$ cat config.mk
export PLATFORM = sky130hd
export DESIGN_NAME = eep_par_front
export DESIGN_NICKNAME = d
export VERILOG_FILES = /design/src/rtl/eep_pkg.sv /design/src/rtl/eep_sync.sv /design/src/rtl/eep_page_buf.sv /design/src/rtl/eep_ctrl.sv /design/src/rtl/eep_par_front.sv
export SDC_FILE = /design/constraint.sdc
export NUM_CORES = 1
export LEC_CHECK = 0
export CORE_AREA = 2 2 350 352
export DETAILED_ROUTE_END_ITERATION = 8
export DIE_AREA = 0 0 352 354
export PLACE_DENSITY = 0.46
export SLEW_MARGIN = 25
export SYNTH_ARGS = -nofsm -noshare
export SYNTH_HDL_FRONTEND = slang
export SYNTH_HIERARCHICAL = 1
export SYNTH_SLANG_ARGS = --single-unit
$ cat constraint.sdc
create_clock -name clk_i -period 4.4 [get_ports clk_i]
set_clock_uncertainty 0.2 [all_clocks]
set_input_delay 0.44 -clock clk_i [delete_from_list [all_inputs] [get_ports clk_i]]
set_output_delay 0.44 -clock clk_i [all_outputs]
set_load 0.01 [all_outputs]
$ cat src/rtl/eep_pkg.sv
package eep_pkg;
  typedef enum logic [1:0] {
    ST_IDLE = 2'd0,
    ST_LOAD = 2'd1,
    ST_PROG = 2'd2
  } eep_state_e;
endpackage

$ cat src/rtl/eep_sync.sv
module eep_sync #(
  parameter int            W       = 1,
  parameter logic [W-1:0]  RST_VAL = '0
) (
  input  logic         clk_i,
  input  logic         rst_ni,
  input  logic [W-1:0] d_i,
  output logic [W-1:0] q_o
);
  logic [W-1:0] s1_q;

  always_ff @(posedge clk_i or negedge rst_ni) begin
    if (!rst_ni) begin
      s1_q <= RST_VAL;
      q_o  <= RST_VAL;
    end else begin
      s1_q <= d_i;
      q_o  <= s1_q;
    end
  end
endmodule

$ cat src/rtl/eep_page_buf.sv
module eep_page_buf #(
  parameter int PAGE_BYTES = 64,
  parameter int DATA_W     = 8,
  localparam int OFF_W     = $clog2(PAGE_BYTES)
) (
  input  logic              clk_i,
  input  logic              rst_ni,
  input  logic              ld_i,
  input  logic [OFF_W-1:0]  ld_off_i,
  input  logic [DATA_W-1:0] ld_data_i,
  input  logic              clr_i,
  input  logic [OFF_W-1:0]  rd_off_i,
  output logic [DATA_W-1:0] rd_data_o,
  output logic              rd_sel_o
);
  logic [DATA_W-1:0] byte_q [PAGE_BYTES];
  logic [PAGE_BYTES-1:0] mask_q;

  for (genvar g = 0; g < PAGE_BYTES; g++) begin : g_byte
    logic hit;
    assign hit = ld_i && (ld_off_i == OFF_W'(g));

    always_ff @(posedge clk_i or negedge rst_ni) begin
      if (!rst_ni) begin
        byte_q[g] <= '0;
        mask_q[g] <= 1'b0;
      end else begin
        if (hit) byte_q[g] <= ld_data_i;
        if (clr_i)    mask_q[g] <= 1'b0;
        else if (hit) mask_q[g] <= 1'b1;
      end
    end
  end

  assign rd_data_o = byte_q[rd_off_i];
  assign rd_sel_o  = mask_q[rd_off_i];
endmodule

$ cat src/rtl/eep_ctrl.sv
module eep_ctrl
  import eep_pkg::*;
#(
  parameter int ADDR_W      = 15,
  parameter int DATA_W      = 8,
  parameter int PAGE_BYTES  = 64,
  parameter int TBLC_CYCLES = 20000,
  parameter int PROG_CYCLES = 18000000,
  localparam int OFF_W      = $clog2(PAGE_BYTES),
  localparam int PG_W       = ADDR_W - OFF_W
) (
  input  logic              clk_i,
  input  logic              rst_ni,
  input  logic              csn_s_i,
  input  logic              wen_s_i,
  input  logic              oen_s_i,
  input  logic [ADDR_W-1:0] addr_s_i,
  input  logic [DATA_W-1:0] data_s_i,
  output logic              ld_o,
  output logic [OFF_W-1:0]  ld_off_o,
  output logic [DATA_W-1:0] ld_data_o,
  output logic              clr_o,
  output logic [OFF_W-1:0]  cm_off_o,
  input  logic              cm_sel_i,
  output logic              wr_en_o,
  output logic [ADDR_W-1:0] wr_addr_o,
  output logic              busy_o,
  output logic              rd_act_o,
  output logic              tog_o,
  output logic              last_msb_o
);
  localparam int TW = $clog2(TBLC_CYCLES + 1);
  localparam int PW = $clog2(PROG_CYCLES + 1);

  eep_state_e      st_q;
  logic            wr_act, wr_act_q, rd_act, rd_act_q;
  logic            wr_start, wr_end, rd_end;
  logic            ok_q, page_hit, accept_start, commit, load_busy;
  logic [OFF_W-1:0]  off_q;
  logic [PG_W-1:0]   page_q;
  logic [DATA_W-1:0] hold_q;
  logic [TW-1:0]     tmr_q;
  logic [PW-1:0]     pcnt_q;
  logic              tog_q, last_msb_q;

  assign wr_act   = !csn_s_i && !wen_s_i && oen_s_i;
  assign rd_act   = !csn_s_i && !oen_s_i && wen_s_i;
  assign wr_start = wr_act && !wr_act_q;
  assign wr_end   = !wr_act && wr_act_q;
  assign rd_end   = !rd_act && rd_act_q;

  assign page_hit     = addr_s_i[ADDR_W-1:OFF_W] == page_q;
  assign accept_start = wr_start &&
                        ((st_q == ST_IDLE) || ((st_q == ST_LOAD) && page_hit));
  assign commit       = wr_end && ok_q && (st_q != ST_PROG);
  // an accepted strobe in flight keeps the load window open
  assign load_busy    = wr_act && (ok_q || accept_start);

  always_ff @(posedge clk_i or negedge rst_ni) begin
    if (!rst_ni) begin
      wr_act_q <= 1'b0;
      rd_act_q <= 1'b0;
      hold_q   <= '0;
    end else begin
      wr_act_q <= wr_act;
      rd_act_q <= rd_act;
      if (wr_act) hold_q <= data_s_i;
    end
  end

  always_ff @(posedge clk_i or negedge rst_ni) begin
    if (!rst_ni) begin
      ok_q   <= 1'b0;
      off_q  <= '0;
      page_q <= '0;
    end else if (wr_start) begin
      ok_q <= accept_start;
      if (accept_start) off_q <= addr_s_i[OFF_W-1:0];
      if (accept_start && st_q == ST_IDLE) page_q <= addr_s_i[ADDR_W-1:OFF_W];
    end else if (wr_end) begin
      ok_q <= 1'b0;
    end
  end

  always_ff @(posedge clk_i or negedge rst_ni) begin
    if (!rst_ni) begin
      st_q       <= ST_IDLE;
      tmr_q      <= '0;
      pcnt_q     <= '0;
      tog_q      <= 1'b0;
      last_msb_q <= 1'b0;
    end else begin
      if (commit) last_msb_q <= hold_q[DATA_W-1];
      unique case (st_q)
        ST_IDLE: begin
          if (commit) begin
            st_q  <= ST_LOAD;
            tmr_q <= '0;
          end
        end
        ST_LOAD: begin
          if (commit || load_busy) begin
            tmr_q <= '0;
          end else if (tmr_q == TW'(TBLC_CYCLES - 1)) begin
            st_q   <= ST_PROG;
            pcnt_q <= '0;
          end else begin
            tmr_q <= tmr_q + 1'b1;
          end
        end
        ST_PROG: begin
          if (rd_end) tog_q <= !tog_q;
          if (pcnt_q == PW'(PROG_CYCLES - 1)) begin
            st_q <= ST_IDLE;
          end else begin
            pcnt_q <= pcnt_q + 1'b1;
          end
        end
        default: st_q <= ST_IDLE;
      endcase
    end
  end

  assign ld_o       = commit;
  assign ld_off_o   = off_q;
  assign ld_data_o  = hold_q;
  assign busy_o     = st_q == ST_PROG;
  assign clr_o      = busy_o && (pcnt_q == PW'(PROG_CYCLES - 1));
  assign cm_off_o   = pcnt_q[OFF_W-1:0];
  assign wr_en_o    = busy_o && (pcnt_q < PW'(PAGE_BYTES)) && cm_sel_i;
  assign wr_addr_o  = {page_q, cm_off_o};
  assign rd_act_o   = rd_act;
  assign tog_o      = tog_q;
  assign last_msb_o = last_msb_q;
endmodule

$ cat src/rtl/eep_par_front.sv
module eep_par_front #(
  parameter int ADDR_W      = 15,
  parameter int DATA_W      = 8,
  parameter int PAGE_BYTES  = 64,
  parameter int TBLC_CYCLES = 20000,
  parameter int PROG_CYCLES = 18000000
) (
  input  logic              clk_i,
  input  logic              rst_ni,
  input  logic [ADDR_W-1:0] addr_i,
  input  logic [DATA_W-1:0] data_i,
  input  logic              csn_i,
  input  logic              wen_i,
  input  logic              oen_i,
  output logic [DATA_W-1:0] data_o,
  output logic              data_oe_o,
  output logic [ADDR_W-1:0] arr_rd_addr_o,
  input  logic [DATA_W-1:0] arr_rd_data_i,
  output logic              arr_wr_en_o,
  output logic [ADDR_W-1:0] arr_wr_addr_o,
  output logic [DATA_W-1:0] arr_wr_data_o
);
  localparam int OFF_W = $clog2(PAGE_BYTES);

  logic [2:0]        ctl_s;
  logic [ADDR_W-1:0] addr_s;
  logic [DATA_W-1:0] data_s;
  logic              ld, clr, cm_sel, busy_w, rd_act, tog, last_msb;
  logic [OFF_W-1:0]  ld_off, cm_off;
  logic [DATA_W-1:0] ld_data;

  eep_sync #(.W(3), .RST_VAL(3'b111)) u_sync_ctl (
    .clk_i, .rst_ni, .d_i({csn_i, wen_i, oen_i}), .q_o(ctl_s)
  );

  eep_sync #(.W(ADDR_W + DATA_W), .RST_VAL('0)) u_sync_bus (
    .clk_i, .rst_ni, .d_i({addr_i, data_i}), .q_o({addr_s, data_s})
  );

  eep_ctrl #(
    .ADDR_W(ADDR_W), .DATA_W(DATA_W), .PAGE_BYTES(PAGE_BYTES),
    .TBLC_CYCLES(TBLC_CYCLES), .PROG_CYCLES(PROG_CYCLES)
  ) u_ctrl (
    .clk_i, .rst_ni,
    .csn_s_i(ctl_s[2]), .wen_s_i(ctl_s[1]), .oen_s_i(ctl_s[0]),
    .addr_s_i(addr_s), .data_s_i(data_s),
    .ld_o(ld), .ld_off_o(ld_off), .ld_data_o(ld_data), .clr_o(clr),
    .cm_off_o(cm_off), .cm_sel_i(cm_sel),
    .wr_en_o(arr_wr_en_o), .wr_addr_o(arr_wr_addr_o),
    .busy_o(busy_w), .rd_act_o(rd_act), .tog_o(tog), .last_msb_o(last_msb)
  );

  eep_page_buf #(.PAGE_BYTES(PAGE_BYTES), .DATA_W(DATA_W)) u_buf (
    .clk_i, .rst_ni,
    .ld_i(ld), .ld_off_i(ld_off), .ld_data_i(ld_data), .clr_i(clr),
    .rd_off_i(cm_off), .rd_data_o(arr_wr_data_o), .rd_sel_o(cm_sel)
  );

  logic [DATA_W-1:0] poll_word;
  always_comb begin
    poll_word             = '0;
    poll_word[DATA_W-1]   = !last_msb;
    poll_word[DATA_W-2]   = tog;
  end

  assign arr_rd_addr_o = addr_s;
  assign data_oe_o     = rd_act;
  assign data_o        = !rd_act ? '0 : (busy_w ? poll_word : arr_rd_data_i);
endmodule


==> impl_metrics.toml, run 1 <==
[die]
start_util_pct = 25.82
die_w_um = 352
core-area_um2 = 120900
die-area_um2 = 124600
num_rows = 128
dieHeight_um = 354
ioPinCount = 84

[yosys]
synth_cells = 2170
yosys-top-cells-area = "dfrtp_1, mux2_2, mux4_2"
syn_area_per_cell_um2 = 14.39
synth_seq_cells = 698
synthArstFlopShare_pct = 100.0
yosysWarnings = 6
synth_cell_type_count = 66
synth_top_area_share_pct = 55.47
ys_seq_area_share_pct = 55.97
synth_edf_count = 0
ys.flop_type = "dfrtp_1"
synth_area_um2 = 31220
synth_nets = 2210
synth.largest_area_cell = "dfrtp_1"

[placement]
place.gp.congestion = 0.7812
port_buffers = 83
place_ws_ns = 0.4572
hpwl_mm = 55.58

[detailed_routing]
wirelength_mm = 85.90
met1_length_mm = 38.68
top_layer = "met5"
dr.first_iter.drc_count = 1043
ant_nets = 0
wl_met3_mm = 3.472
routed_via_density = 4.697
drt-wirelength-per-cell_um = 21.69
drc_errors = 0
met2_length_mm = 41.84
vias = 18600
dr.pass1.iters = 5

[timing]
setup_violations = 0
drv_slew = 0
period_share_pct = 97.49
setup_ws_ns = 0.1103
worst_slew_pin_slew_ns = 0.9903
setup_tns_ns = 0
hold_viol = 0
hold_ws_ns = 0.1440
min_period_ns = 4.290
relSlewSlack_pct = 33.47
timing.fmax_mhz = 233.1

[critical_path]
cp.required_ns = 3.76
critPathLaunchType = "register"
worst_path_max_delay_cell = "dfrtp_4"
end_kind = "primary output"
critPathKind = "reg -> out"
critical-path-max-stage-delay_ns = 0.55
critPathLaunch = "u_ctrl/pcnt_q[0]"
cp.arrival_ns = 3.65
reg2reg_from = "u_ctrl/pcnt_q[1]"
path_cells = "buf_16 -> mux4_2 -> a22oi_1 -> nand4_1 -> and4_1 -> clkdlybuf4s50_1"
crit_fanout = 29

[final_layout]
layout-drive-gt1-share_pct = 40.31
final_cell_mix = "dfrtp_1, mux2_2, mux4_2, nand2_1"
layout_commonest_cell = "dfrtp_1"
seqCellArea_um2 = 17510
nFillCells = 11970
multiInputGateArea_um2 = 12830
area_growth_pct = 18.64
nNetsFinal = 2310

[global_routing]
grt_pass1_vias = 20010
antenna_found_initial = 4
grt_max_degree = 122
grt_use_total_pct = 13.72
grt_pass1_wl_mm = 130.6
grt.overflow.total = 0

[clock_network]
cts_root_buffer = "clkbuf_16"
h-tree-depth = 3
clockBufferDepth = 3
clk_latency_ns = 0.65
cts_tree = "done"
cts_buffers = 79
clk_pin_slew_ns = 0.06
cts.sinks = 698

[flow_run]
maxCapViolCount = 0

[hold_path]
hold_path_class = "reg -> reg"
min-delay-start = "u_sync_bus/s1_q[10]"

[power_and_ir_drop]
power_density_nw_per_um2 = 439.8
peakVddDrop_v = 0.0003241
p_leak_nw = 16.63

[run_status]
status = "completed"
cell type report:
| class | instances | area share [%] |
|---|---|---|
| Antenna cell | 3 | 0.02027 |
| Clock buffer | 119 | 6.314 |
| Timing Repair Buffer | 172 | 4.770 |
| Inverter | 57 | 0.5777 |
| Clock inverter | 24 | 0.9290 |
| Multi-Input combinational cell | 1262 | 34.64 |
| Sequential cell | 698 | 47.26 |
| Tap cell | 1625 | 5.489 |
power breakdown:
group	internal, mW	switching, mW
registers	7.06	0.633
clock network	3.99	2.74
logic	0.951	0.912
total	12.0	4.29
cells in the mapped netlist (all sizes together), types with 2 or more instances:
cell type  number
a211o           4
nor3b           6
a21oi          51
o22ai           6
a311o           3
nor2b          13
o31ai           3
o21ai          34
mux4          147
xor2            7
nor4           10
a22o            6
nand2b          9
nand3          44
or3            14
mux2i          25
a21boi          2
and2            8
nor3           25
nand4          30
nand3b          3
or2            11
buf            69
inv            56
o2bb2ai         2
and4           10
mux2          542
or4b            2
a22oi          27
nand2          85
dfrtp         692
and3            9
o211ai          4
a31oi           3
xnor2          10
dfstp           6
nor2           87
o21a            3
ha              4
clkbuf         84
a21o            3
critical path: cells and delay by family (launching register included):
family                 cells  cell delay (ns)
DFF                        1             0.55
muxes                      1             0.55
and+or+nand+nor            2             0.89
AOI/OAI and AO/OA          1             0.20
buffers and inverters      2             0.79
cells by family (layout without fill, tap and decap cells):
group,Yosys count,after routing,synth area share [%]
mux,714,714,30.96
buf+inv,210,372,3.038
fa+ha+maj,4,4,0.1603
flops,698,698,55.97
simple gates,371,371,6.256
xor+xnor,17,17,0.4769
compound gates,156,156,3.138
other cells,0,3,0
path summary, 6_finish.rpt:
| kind | to | slack, ns | cells past startpoint |
|---|---|---|---|
| min in group asynchronous | u_sync_bus/s1_q[3] | 0.23 | 2 |
| max in group asynchronous | u_ctrl/pcnt_q[1] | 2.43 | 3 |
| worst min register to register | u_sync_bus/q_o[10] | 0.14 | 0 |
| worst max-delay path | arr_wr_data_o[7] | 0.11 | 6 |
| worst max register to register | u_ctrl/pcnt_q[15] | 0.70 | 9 |
| worst min-delay path | u_sync_bus/q_o[10] | 0.14 | 0 |
state kept, by name, indices dropped and copies added (netlist names), 6 cells and up:
signal / flops
u_sync_bus/q_o: 23
u_ctrl/ld_data_o: 8
u_ctrl/tmr_q: 15
u_buf/byte_q: 512
u_buf/mask_q: 64
u_ctrl/page_q: 9
u_sync_bus/s1_q: 23
u_ctrl/ld_off_o: 6
u_ctrl/pcnt_q: 25
through the flow:
step           area [um^2]  util, %  total power, mW  std cells
2_1_floorplan        31220        -            8.725       2170
3_3_place_gp         33940    28.07            9.584       3781
3_5_place_dp         33940    28.07            9.677       3781
4_1_cts              36970    30.58            16.55       3954
5_1_grt              37030    30.63            17.06       3957
6_report             37040    30.63            16.29       3960
timing repair:
action,4_1_cts,5_1_grt
gates resized for setup,7,4
hold endpoints to repair,122,0
setup buffers,3,2
endpoints found under the setup margin,9,7
hold buffers,27,0
pin swaps,0,1
cloned,0,1
metal layers:
layer,up-vias,track usage (%)
li1,8145,-
met1,10040,18.35
met2,303,22.69
met3,107,2.304
met4,4,4.275
met5,-,0
Note: power is estimated with default switching activity, not from simulation.
==> run 2, diff against run 1 <==
--- a/config.mk
+++ b/config.mk
@@ -5,11 +5,12 @@
 export SDC_FILE = /design/constraint.sdc
 export NUM_CORES = 1
 export LEC_CHECK = 0
+export CELL_PAD_IN_SITES_DETAIL_PLACEMENT = 0
+export CELL_PAD_IN_SITES_GLOBAL_PLACEMENT = 1
 export CORE_AREA = 2 2 350 352
 export DETAILED_ROUTE_END_ITERATION = 8
 export DIE_AREA = 0 0 352 354
-export PLACE_DENSITY = 0.46
-export SLEW_MARGIN = 25
+export PLACE_DENSITY_LB_ADDON = 0.25
 export SYNTH_ARGS = -nofsm -noshare
 export SYNTH_HDL_FRONTEND = slang
 export SYNTH_HIERARCHICAL = 1
==> impl_metrics.toml, run 2 (synthesis gave the netlist of run 1 again) <==
[final_layout]
largest_register_ffs = 512
area_growth_pct = 18.99
layout-drive-gt1-share_pct = 41.77
top_regs = "u_buf/byte_q: 512 flops, u_buf/mask_q: 64 flops, u_ctrl/pcnt_q: 25 flops"
nFillCells = 11980
antenna_cells_inserted = 0
largest_register = "u_buf/byte_q"
layout_commonest_cell = "dfrtp_1"
nNetsFinal = 2314
final_cell_mix = "dfrtp_1, mux2_2, mux4_2, nand2_1, clkbuf_16"

[run_status]
status = "completed"

[placement]
port_buffers = 83
place_ws_ns = 0.1656
place.gp.congestion = 0.7813
hpwl_mm = 58.14

[power_and_ir_drop]
power_mw = 16.42
peakVddDrop_v = 0.0002460
power_density_nw_per_um2 = 442.0
seq_power_share_pct = 46.4
combPwrFrac_pct = 12.0
clkPwrFrac_pct = 41.6
internal_power_mw = 12.09
p_leak_nw = 16.70
power_switching_mw = 4.329
p_sw_share_pct = 26.37

[global_routing]
grt_pass1_wl_mm = 137.1
grt.overflow.total = 0
grt_max_degree = 111
antenna_found_initial = 2
grt_use_total_pct = 14.39
grt_pass1_vias = 20460

[die]
die-area_um2 = 124600
start_util_pct = 25.82
die_w_um = 352
num_rows = 128
dieHeight_um = 354
ioPinCount = 84
core-area_um2 = 120900

[clock_network]
clk_pin_slew_ns = 0.06
cts_root_buffer = "clkbuf_16"
h-tree-depth = 3
cts.sinks = 698
cts_tree = "done"
cts_buffers = 81
clk_latency_ns = 0.64
clockBufferDepth = 3

[critical_path]
cp.arrival_ns = 3.64
cp.required_ns = 3.76
critPathKind = "reg -> out"
end_kind = "primary output"
critPathLaunchType = "register"
crit_fanout = 36
path_delay_family = "buffers and inverters"
worst_path_max_delay_cell = "clkdlybuf4s50_1"
path_cells = "buf_12 -> buf_4 -> buf_16 -> mux4_2 -> mux2i_2 -> a22oi_1 -> and4_1 -> clkdlybuf4s50_1"
cp_num_buf_inv = 4
critical-path-max-stage-delay_ns = 0.59

[timing]
grt_setup_unrepaired = "no"
drv_slew = 0
setup_tns_ns = 0
period_share_pct = 97.37
timing.fmax_mhz = 233.4
relSlewSlack_pct = 14.09
setup_ws_ns = 0.1157
setup_violations = 0
hold_viol = 0
min_period_ns = 4.284
worst_slew_pin_slew_ns = 1.279

[detailed_routing]
vias = 18670
met2_length_mm = 44.08
dr.first_iter.drc_count = 1067
ant_nets = 0
drt-wirelength-per-cell_um = 22.45
routed_via_density = 4.710
wl_met3_mm = 2.315
top_layer = "met4"
wirelength_mm = 88.98
dr.pass1.iters = 5
drc_errors = 0
met1_length_mm = 40.93

[flow_run]
maxCapViolCount = 0

[hold_path]
hold_path_class = "in -> reg"
==> run 2: cell types whose count changed in the layout (fill, tap and decap cells not counted), sizes merged, moves of 3 or more <==
| cell | before | now |
|---|---|---|
| buf | 62 | 86 |
| clkinv | 19 | 13 |
| clkinvlp | 0 | 4 |
| diode | 3 | 0 |
| dlygate4sd3 | 27 | 6 |
| inv | 57 | 61 |
==> run 2: power groups by stage <==
| stage | Sequential (mW) | Combinational, mW | Clock, mW |
|---|---|---|---|
| finish | 7.62 | 1.97 | 6.83 |
| CTS | 7.62 | 2.00 | 7.07 |
| detailed placement | 7.74 | 1.97 | 0 |
| global route | 7.71 | 2.15 | 7.36 |
| floorplan | 7.43 | 1.30 | 0 |
| global placement | 7.70 | 1.93 | 0 |
==> run 2: what timing repair did <==
action,4_1_cts,5_1_grt
hold endpoints to repair,102,0
pin swaps,0,3
gates resized for setup,15,8
setup endpoints to repair,9,4
setup buffers,11,0
hold buffers,6,0
gates cloned,0,0
==> run 2: worst paths after layout <==
kind	startpoint	endpoint	slack (ns)	cells past startpoint
setup / recovery	u_ctrl/pcnt_q[0]	arr_wr_data_o[6]	0.12	8
hold / removal	addr_i[6]	u_sync_bus/s1_q[14]	0.04	1
setup reg to reg	u_ctrl/st_q[0]	u_buf/byte_q[473]	1.03	6
hold reg to reg	u_sync_bus/s1_q[8]	u_sync_bus/q_o[8]	0.15	0
max in group asynchronous	rst_ni	u_buf/byte_q[408]	2.51	3
min in group asynchronous	rst_ni	u_ctrl/tmr_q[7]	0.26	2
==> run 2: through the flow <==
step,area [um^2],hold WS (ns),cells,utilization (%)
floorplan,31220,-0.05559,2170,-
finish,37150,0.04417,3964,30.72
detailed placement,34100,0.1358,3799,28.20
CTS,37100,0.0003343,3964,30.68
global route,37150,0.01726,3964,30.72
global placement,34090,0.1333,3799,28.20
==> run 2: worst register-to-register path: stages (launching register included) <==
cell and delay [ns]:
dfrtp_1 0.46, nand2b_1 0.39, nand3_1 0.20, inv_1 0.23
nor3b_2 0.79, nand2_1 0.54, mux2_2 0.44
==> run 2: cell type report <==
cell class | instances | area [um^2] | area share (%)
well taps | 1625 | 2033 | 5.474
inverters | 57 | 214.0 | 0.5760
clock inverters | 26 | 317.8 | 0.8556
repair buffers | 174 | 1789 | 4.817
multi-input cells | 1262 | 12900 | 34.73
clock buffers | 122 | 2392 | 6.440
flip-flops and latches | 698 | 17500 | 47.10
==> run 2: routing by layer <==
| layer | vias up | track usage [%] |
|---|---|---|
| met4 | 0 | 3.725 |
| met5 | - | 0 |
| met2 | 249 | 24.33 |
| met3 | 113 | 1.737 |
| met1 | 10160 | 19.54 |
| li1 | 8151 | - |
